===== config.mk =====
export PLATFORM = sky130hd
export DESIGN_NAME = iqp_ddr_framer
export DESIGN_NICKNAME = d
export VERILOG_FILES = /design/src/rtl/iqp_pkg.sv /design/src/rtl/iqp_tx_split.sv /design/src/rtl/iqp_rx_join.sv /design/src/rtl/iqp_ddr_framer.sv
export SDC_FILE = /design/constraint.sdc
export NUM_CORES = 1
export LEC_CHECK = 0
export BUFFER_PORTS_ARGS = -buffer_cell sky130_fd_sc_hd__buf_2
export CAP_MARGIN = 20
export CORE_MARGIN = 2
export CORE_UTILIZATION = 53
export CTS_CLUSTER_DIAMETER = 120
export DETAILED_ROUTE_END_ITERATION = 12
export GPL_ROUTABILITY_DRIVEN = 0
export PLACE_DENSITY = 0.79
export SLEW_MARGIN = 20
export SYNTH_ARGS = -nofsm -noshare
export SYNTH_HDL_FRONTEND = slang
export SYNTH_SLANG_ARGS = --single-unit

===== constraint.sdc =====
create_clock -name clk -period 2.87 [get_ports clk]
set_clock_uncertainty 0.05 [all_clocks]
set_input_delay 0.574 -clock clk [delete_from_list [all_inputs] [get_ports clk]]
set_output_delay 0.574 -clock clk [all_outputs]
set_load 0.005 [all_outputs]

===== src/rtl/iqp_pkg.sv =====
package iqp_pkg;
   // index width that never collapses to zero bits
   function automatic int idx_bits(input int n);
      return (n > 1) ? $clog2(n) : 1;
   endfunction
endpackage


===== src/rtl/iqp_tx_split.sv =====
module iqp_tx_split #(
   parameter int WORD_W = 6,
   parameter int NUM_CH = 2
) (
   input  logic                       clk,
   input  logic                       rst_n,
   input  logic [NUM_CH-1:0]          chan_on,
   input  logic                       in_valid,
   output logic                       in_ready,
   input  logic [NUM_CH*2*WORD_W-1:0] in_i,
   input  logic [NUM_CH*2*WORD_W-1:0] in_q,
   output logic [WORD_W-1:0]          word_a,
   output logic [WORD_W-1:0]          word_b,
   output logic                       frame_a,
   output logic                       frame_b
);
   localparam int SAMP_W = 2 * WORD_W;
   localparam int SLOT_N = 2 * NUM_CH;
   localparam int SLOT_W = iqp_pkg::idx_bits(SLOT_N);
   localparam logic [SLOT_W-1:0] LAST = SLOT_W'(SLOT_N - 1);

   logic                       busy;
   logic [SLOT_W-1:0]          slot;
   logic [NUM_CH*SAMP_W-1:0]   hold_i, hold_q;
   logic [NUM_CH-1:0]          hold_on;
   logic                       accept;
   logic                       at_last;

   logic [WORD_W-1:0] i_hi [NUM_CH];
   logic [WORD_W-1:0] i_lo [NUM_CH];
   logic [WORD_W-1:0] q_hi [NUM_CH];
   logic [WORD_W-1:0] q_lo [NUM_CH];

   assign at_last  = (slot == LAST);
   assign in_ready = !busy || at_last;
   assign accept   = in_valid && in_ready;

   always_ff @(posedge clk) begin
      if (!rst_n) begin
         busy    <= 1'b0;
         slot    <= '0;
         hold_i  <= '0;
         hold_q  <= '0;
         hold_on <= '0;
      end else if (accept) begin
         busy    <= 1'b1;
         slot    <= '0;
         hold_i  <= in_i;
         hold_q  <= in_q;
         hold_on <= chan_on;
      end else if (busy) begin
         if (at_last) busy <= 1'b0;
         else         slot <= slot + 1'b1;
      end
   end

   // split every held sample into its two halves
   for (genvar c = 0; c < NUM_CH; c++) begin : g_split
      assign i_hi[c] = hold_i[c*SAMP_W+WORD_W +: WORD_W];
      assign i_lo[c] = hold_i[c*SAMP_W        +: WORD_W];
      assign q_hi[c] = hold_q[c*SAMP_W+WORD_W +: WORD_W];
      assign q_lo[c] = hold_q[c*SAMP_W        +: WORD_W];
   end

   always_comb begin
      word_a = '0;
      word_b = '0;
      for (int c = 0; c < NUM_CH; c++) begin
         if (busy && hold_on[c] && ((slot >> 1) == SLOT_W'(c))) begin
            word_a = slot[0] ? i_lo[c] : i_hi[c];
            word_b = slot[0] ? q_lo[c] : q_hi[c];
         end
      end
   end

   assign frame_a = busy && (slot < SLOT_W'(NUM_CH));
   assign frame_b = frame_a;

   // an accepted set opens with the frame high on the next clock
   a_r3_accept_opens: assert property (@(posedge clk) disable iff (!rst_n)
      (in_valid && in_ready) |=> (frame_a && frame_b));
   // the frame only rises on the clock after an accept
   a_r2_rise_after_accept: assert property (@(posedge clk) disable iff (!rst_n)
      $rose(frame_a) |-> $past(in_valid && in_ready));
endmodule


===== src/rtl/iqp_rx_join.sv =====
module iqp_rx_join #(
   parameter int WORD_W = 6,
   parameter int NUM_CH = 2
) (
   input  logic                       clk,
   input  logic                       rst_n,
   input  logic [NUM_CH-1:0]          chan_on,
   input  logic [WORD_W-1:0]          word_a,
   input  logic [WORD_W-1:0]          word_b,
   input  logic                       frame_a,
   input  logic                       frame_b,
   output logic [NUM_CH-1:0]          out_valid,
   output logic [NUM_CH*2*WORD_W-1:0] out_i,
   output logic [NUM_CH*2*WORD_W-1:0] out_q,
   output logic                       frame_err
);
   localparam int SAMP_W = 2 * WORD_W;
   localparam int SLOT_N = 2 * NUM_CH;
   localparam int SLOT_W = iqp_pkg::idx_bits(SLOT_N);
   localparam logic [SLOT_W-1:0] LAST = SLOT_W'(SLOT_N - 1);

   logic              prev_fb;
   logic              inset, inset_n;
   logic [SLOT_W-1:0] slot, slot_n, nxt, cap_slot;
   logic              rise, split, at_end, exp_lvl, take, err_n;

   assign rise    = frame_a && !prev_fb;
   assign split   = frame_a ^ frame_b;
   assign at_end  = (slot == LAST);
   assign nxt     = slot + 1'b1;
   assign exp_lvl = (nxt < SLOT_W'(NUM_CH));

   always_comb begin
      take     = 1'b0;
      err_n    = 1'b0;
      inset_n  = inset;
      slot_n   = slot;
      cap_slot = slot;
      if (split) begin
         err_n   = 1'b1;
         inset_n = 1'b0;
      end else if (rise) begin
         err_n    = inset && !at_end;
         inset_n  = 1'b1;
         slot_n   = '0;
         cap_slot = '0;
         take     = 1'b1;
      end else if (inset && !at_end) begin
         if (frame_a != exp_lvl) begin
            err_n   = 1'b1;
            inset_n = 1'b0;
         end else begin
            slot_n   = nxt;
            cap_slot = nxt;
            take     = 1'b1;
         end
      end else begin
         inset_n = 1'b0;
      end
   end

   always_ff @(posedge clk) begin
      if (!rst_n) begin
         prev_fb   <= 1'b0;
         inset     <= 1'b0;
         slot      <= '0;
         frame_err <= 1'b0;
      end else begin
         prev_fb   <= frame_b;
         inset     <= inset_n;
         slot      <= slot_n;
         frame_err <= err_n;
      end
   end

   for (genvar c = 0; c < NUM_CH; c++) begin : g_lane
      logic [WORD_W-1:0] hi_i, hi_q;
      logic [SAMP_W-1:0] smp_i, smp_q;
      logic              vld;
      logic              mine;
      assign mine = take && ((cap_slot >> 1) == SLOT_W'(c));
      always_ff @(posedge clk) begin
         if (!rst_n) begin
            hi_i  <= '0;
            hi_q  <= '0;
            smp_i <= '0;
            smp_q <= '0;
            vld   <= 1'b0;
         end else begin
            vld <= 1'b0;
            if (mine && !cap_slot[0]) begin
               hi_i <= word_a;
               hi_q <= word_b;
            end else if (mine) begin
               smp_i <= {hi_i, word_a};
               smp_q <= {hi_q, word_b};
               vld   <= chan_on[c];
            end
         end
      end
      assign out_valid[c]                = vld;
      assign out_i[c*SAMP_W +: SAMP_W]   = smp_i;
      assign out_q[c*SAMP_W +: SAMP_W]   = smp_q;
   end

   // a clock with disagreeing frame bits is always reported
   a_r8_split_flag: assert property (@(posedge clk) disable iff (!rst_n)
      $past(rst_n && (frame_a != frame_b)) |-> frame_err);
   // a disabled channel never strobes
   a_r7_quiet_channel: assert property (@(posedge clk) disable iff (!rst_n)
      (out_valid & ~$past(chan_on)) == '0);
   // channels finish on distinct clocks
   a_r6_one_strobe: assert property (@(posedge clk) disable iff (!rst_n)
      $onehot0(out_valid));
endmodule


===== src/rtl/iqp_ddr_framer.sv =====
module iqp_ddr_framer #(
   parameter int WORD_W = 6,
   parameter int NUM_CH = 2
) (
   input  logic                       clk,
   input  logic                       rst_n,
   input  logic [NUM_CH-1:0]          chan_on,
   input  logic                       tx_valid,
   output logic                       tx_ready,
   input  logic [NUM_CH*2*WORD_W-1:0] tx_i,
   input  logic [NUM_CH*2*WORD_W-1:0] tx_q,
   output logic [WORD_W-1:0]          tx_word_a,
   output logic [WORD_W-1:0]          tx_word_b,
   output logic                       tx_frame_a,
   output logic                       tx_frame_b,
   input  logic [WORD_W-1:0]          rx_word_a,
   input  logic [WORD_W-1:0]          rx_word_b,
   input  logic                       rx_frame_a,
   input  logic                       rx_frame_b,
   output logic [NUM_CH-1:0]          rx_valid,
   output logic [NUM_CH*2*WORD_W-1:0] rx_i,
   output logic [NUM_CH*2*WORD_W-1:0] rx_q,
   output logic                       rx_err
);
   if (NUM_CH < 1 || NUM_CH > 2) begin : g_bad_ch
      $error("iqp_ddr_framer: NUM_CH must be 1 or 2");
   end
   if (WORD_W < 2) begin : g_bad_w
      $error("iqp_ddr_framer: WORD_W must be at least 2");
   end

   iqp_tx_split #(.WORD_W(WORD_W), .NUM_CH(NUM_CH)) u_tx (
      .clk      (clk),
      .rst_n    (rst_n),
      .chan_on  (chan_on),
      .in_valid (tx_valid),
      .in_ready (tx_ready),
      .in_i     (tx_i),
      .in_q     (tx_q),
      .word_a   (tx_word_a),
      .word_b   (tx_word_b),
      .frame_a  (tx_frame_a),
      .frame_b  (tx_frame_b)
   );

   iqp_rx_join #(.WORD_W(WORD_W), .NUM_CH(NUM_CH)) u_rx (
      .clk       (clk),
      .rst_n     (rst_n),
      .chan_on   (chan_on),
      .word_a    (rx_word_a),
      .word_b    (rx_word_b),
      .frame_a   (rx_frame_a),
      .frame_b   (rx_frame_b),
      .out_valid (rx_valid),
      .out_i     (rx_i),
      .out_q     (rx_q),
      .frame_err (rx_err)
   );
endmodule


==> impl_summary.md <==
Status
The flow ran to the end, and the final reports show no timing, DRC or antenna violations.

Power
Summing internal, switching and leakage power gives roughly 4.3 mW. Across the VDD grid, the largest voltage drop is around 0.36 mV. In this run the static leakage power is 2.80 nW. The switching fraction of total power is about 22%. For this design the total switching power over the nets is about 970 uW. The sequential power share is about 44%. In this run, the combinational gates consume roughly 7% of the power. In this run, the clock network consumes around half of the power. The areal power density over the cells is 635 nW/um2. Cell internal power was estimated by the tool at 3.36 mW.

Synth
The synthesized instance count is around 610. The post-synthesis average cell area is around 9 um2. The most instantiated library cell after synthesis is nand2_1. The number of enable flip-flop cells after synthesis is 0. The net count after synthesis is between 600 and 700. For this run, the leading register cell type out of synthesis is dfxtp_1.

The number of unique standard cell types used by synthesis is 42. The number of warnings issued by yosys is 0. Sorting the synthesized cells by area gives the leading types as dfxtp_1 48%, mux2i_1 13%, nand2_1 12%.

The sequential-to-total area share from yosys stat is a little under half. The mapped netlist covers 5550 um2. The synthesized flop and latch total is approximately 130. The async set or reset register ratio after synthesis is 0%. The cell taking the most area after synthesis is dfxtp_1.

Of the post-synthesis cell area, the dominant cell type holds about 48%. By count the netlist is led by 179 x nand2_1, 132 x dfxtp_1, 76 x a21boi_0, 72 x mux2i_1, 40 x nor2b_1.

STA
Setup violations remaining at the end of the flow were counted as 0. The normalized max-slew margin is 59.4%. The worst-margin pin slew is approximately 610 ps. The smallest clock period supported by the final layout is computed as between 2000 and 3000 ps.

The final hold violation count is 0. Setup total negative slack on the finished layout was measured at 0 ps. The highest achievable clock rate is just under 400 MHz.

Setup repair after global routing left no endpoint under its margin. The final worst-path cycle share is about 90%. The number of pins with negative max-slew slack in the final report is 0.

Clocking
The H-tree was split into 4 levels. The clock net in this run drives a total of around 130 sinks. The number of buffers created by CTS is 17. The total of cells resized after clock tree synthesis is 0. Counting along the longest clock path gives a buffer depth of 2.

TritonCTS built the clock tree. The number of buffers added for setup after CTS is 0. The cell sitting at the root of the clock tree is a clkbuf_8. For the worst-skew pair, the clock arrives at the later sink with an insertion delay of 510 ps. The clock transition at the register clock pins on the worst setup and hold paths after CTS is 50 ps.

The hold buffer count at CTS is 0.

Critical path
The kind of end point of the critical path is an output port. The critical path goes through nor2b_1, nand2_1, o22ai_1, buf_2. The source of the worst register-to-register timing path is u_rx.slot[1]. For flop-to-flop paths, the worst setup slack is roughly 500 ps.

The endpoint of the most critical register-to-register path is u_rx.g_lane[0].smp_q[9]. The arrival time at the worst endpoint is slightly below 2000 ps. The setup path with the least slack is of type register to output port. The largest individual stage delay along the critical path comes from the cell nand2_1. In this design, the stage delay of the slowest critical-path cell is between 300 and 400 ps. The required time of the worst setup path is around 2300 ps. The length in cells of the worst reg-to-reg path is 7. The startpoint type of the worst setup path is a register. The largest fanout of any net on the critical path is 12.

Die
For this configuration, the core starts out at a cell density of between 50 and 60%. During I/O placement, the number of pins put on the boundary was about 130. The vertical die dimension is about 110 um. The floorplan step set the die width to 106 um. After floorplanning, the core was divided into 37 placement rows.

The core footprint is between 10000 and 15000 um2. The floorplan step defined a die boundary enclosing between 10000 and 15000 um2.

Global routing
In the global route stage, overall resource usage came out at 22.5%. The first global-routing pass estimated roughly 20 mm of wire. The initial antenna violation count is 0. The via count of the first global-routing pass was approximately 4300. Entering global routing, the biggest net connects 63 pins. For this run the aggregate overflow at the end of global routing stands at 0.

Final layout
After routing the design area is about 6800 um2. The multi-input combinational cells in the finished layout cover a total of between 2000 and 3000 um2. The area growth from synthesis to final layout is 23.0%. The count of non-filler cells in the finished layout is 872. The number of nets in the layout is 792. The count of fill cells added during filler insertion is approximately 810.

The register area is about 2600 um2. The number of antenna diodes in the final layout is 0. The share of layout cells above drive strength 1 is around 25%.

Hold path
In this run the worst hold path is classified as primary input to register. The end point of the most critical hold path is u_rx.g_lane[0].vld. The startpoint identified for the worst hold timing path is chan_on[0].

The worst hold path passes through 3 cells.

Detailed routing
Across all layers, the routed design uses approximately 4500 vias. In the routed design, unresolved DRC markers number 0. The violation count after the first detailed-route iteration is between 200 and 250. The per-cell routed wire length is ~14 um. Once detail routing completed, the nets flagged for antenna violations numbered 0. After detailed routing, the number of vias per cell comes to between 5 and 6. The first detailed-routing pass took 5 iterations. The routed design has roughly 12 mm of wire.

Job
The tool flagged a number of max-cap violations equal to 0.

Placement
Once placement finished, the instance area stood at 6240 um2. The cell count after placement is between 800 and 900. Buffers placed on the I/O ports in this run total between 100 and 150. The post-detailed-placement half-perimeter wirelength is 8.36 mm.
==> final cells by class <==
cell class              instances  share of cell area (%)
well taps                     136                    2.49
clock buffers                  19                    6.32
flip-flops and latches        132                    38.7
inverters                       3                   0.165
multi-input cells             424                    38.5
clock inverters                13                    2.33
repair buffers                145                    11.5
==> registers in the layout, summed over array words and instances, names as in the netlist <==
signal,flops
u_rx.frame_err,1
u_rx.prev_fb,1
u_rx.g_lane.vld,2
u_rx.g_lane.hi_i,12
u_tx.busy,1
u_rx.g_lane.smp_i,24
u_tx.hold_on,2
u_rx.inset,1
u_rx.g_lane.hi_q,12
u_tx.slot,2
u_rx.g_lane.smp_q,24
u_tx.hold_i,24
u_rx.slot,2
u_tx.hold_q,24
==> layer usage <==
layer  share of wire [%]  GRT usage (%)  vias up
li1                    -              -     2244
met1                  44           27.4     2081
met2                  47           36.7      152
met3                 8.2           8.46       12
met4                 1.0           7.42        0
met5                   0              0        -
==> through the flow <==
step / util (%) / hold WS (ps) / setup WS [ps]
2_1_floorplan: - / 385 / 720
3_3_place_gp: 61.0 / 392 / 650
3_5_place_dp: 61.0 / 398 / 551
4_1_cts: 66.8 / 209 / 230
5_1_grt: 66.8 / 224 / 109
6_report: 66.8 / 243 / 282
==> layout by cell type, fill, tap and decap left out, types with 2 or more instances in the layout <==
cell / instances
a21boi_0: 76
a21oi_1: 2
and2_1: 4
and2b_1: 2
buf_12: 2
buf_2: 131
buf_4: 12
bufinv_16: 3
clkbuf_16: 16
clkbuf_8: 2
clkinv_2: 4
clkinv_4: 3
clkinvlp_4: 3
dfxtp_1: 132
ha_1: 2
inv_1: 3
mux2i_1: 72
nand2_1: 179
nand3_1: 2
nand3b_1: 2
nor2_1: 7
nor2b_1: 40
nor3_1: 2
o21ai_0: 2
o22ai_1: 13
==> power by group through the flow <==
| stage | Combinational, mW | Clock [mW] | Sequential [mW] |
|---|---|---|---|
| after detailed placement | 0.295 | 0 | 1.96 |
| after global placement | 0.285 | 0 | 1.95 |
| after floorplan | 0.196 | 0 | 1.95 |
| final | 0.297 | 2.12 | 1.92 |
| after CTS | 0.297 | 2.17 | 1.92 |
| after global routing | 0.330 | 2.26 | 1.92 |
==> cells by family (layout without fill, tap and decap cells) <==
kind of cell,after synthesis,after routing,synth area share [%]
and+or+nand+nor,246,246,19.6
DFF,132,132,47.6
AOI/OAI and AO/OA,103,103,14.2
muxes,72,72,13.0
buffers and inverters,50,180,5.05
adders and majority gates,2,2,0.451
xor gates and xnor gates,1,1,0.158
==> worst max-delay path: cells and delay by family (launching register included) <==
kind / cells / cell delay [ps]
buffers and inverters: 1 / 170
AOI/OAI and AO/OA: 1 / 320
DFF: 1 / 340
and+or+nand+nor: 2 / 630
==> worst max path at each step <==
stage	start	to	cells past startpoint	slack (ps)
5_1_grt	u_tx.busy	tx_word_a[5]	4	110
6_report	u_tx.busy	tx_word_a[5]	4	280
2_1_floorplan	rx_frame_b	u_rx.g_lane[1].hi_i[2]	7	720
3_5_place_dp	u_rx.slot[1]	u_rx.g_lane[0].smp_q[6]	7	550
4_1_cts	u_tx.busy	tx_word_a[5]	4	230
3_3_place_gp	rx_frame_a	u_rx.g_lane[1].hi_q[5]	7	650
Note: power is estimated with default switching activity, not from simulation.
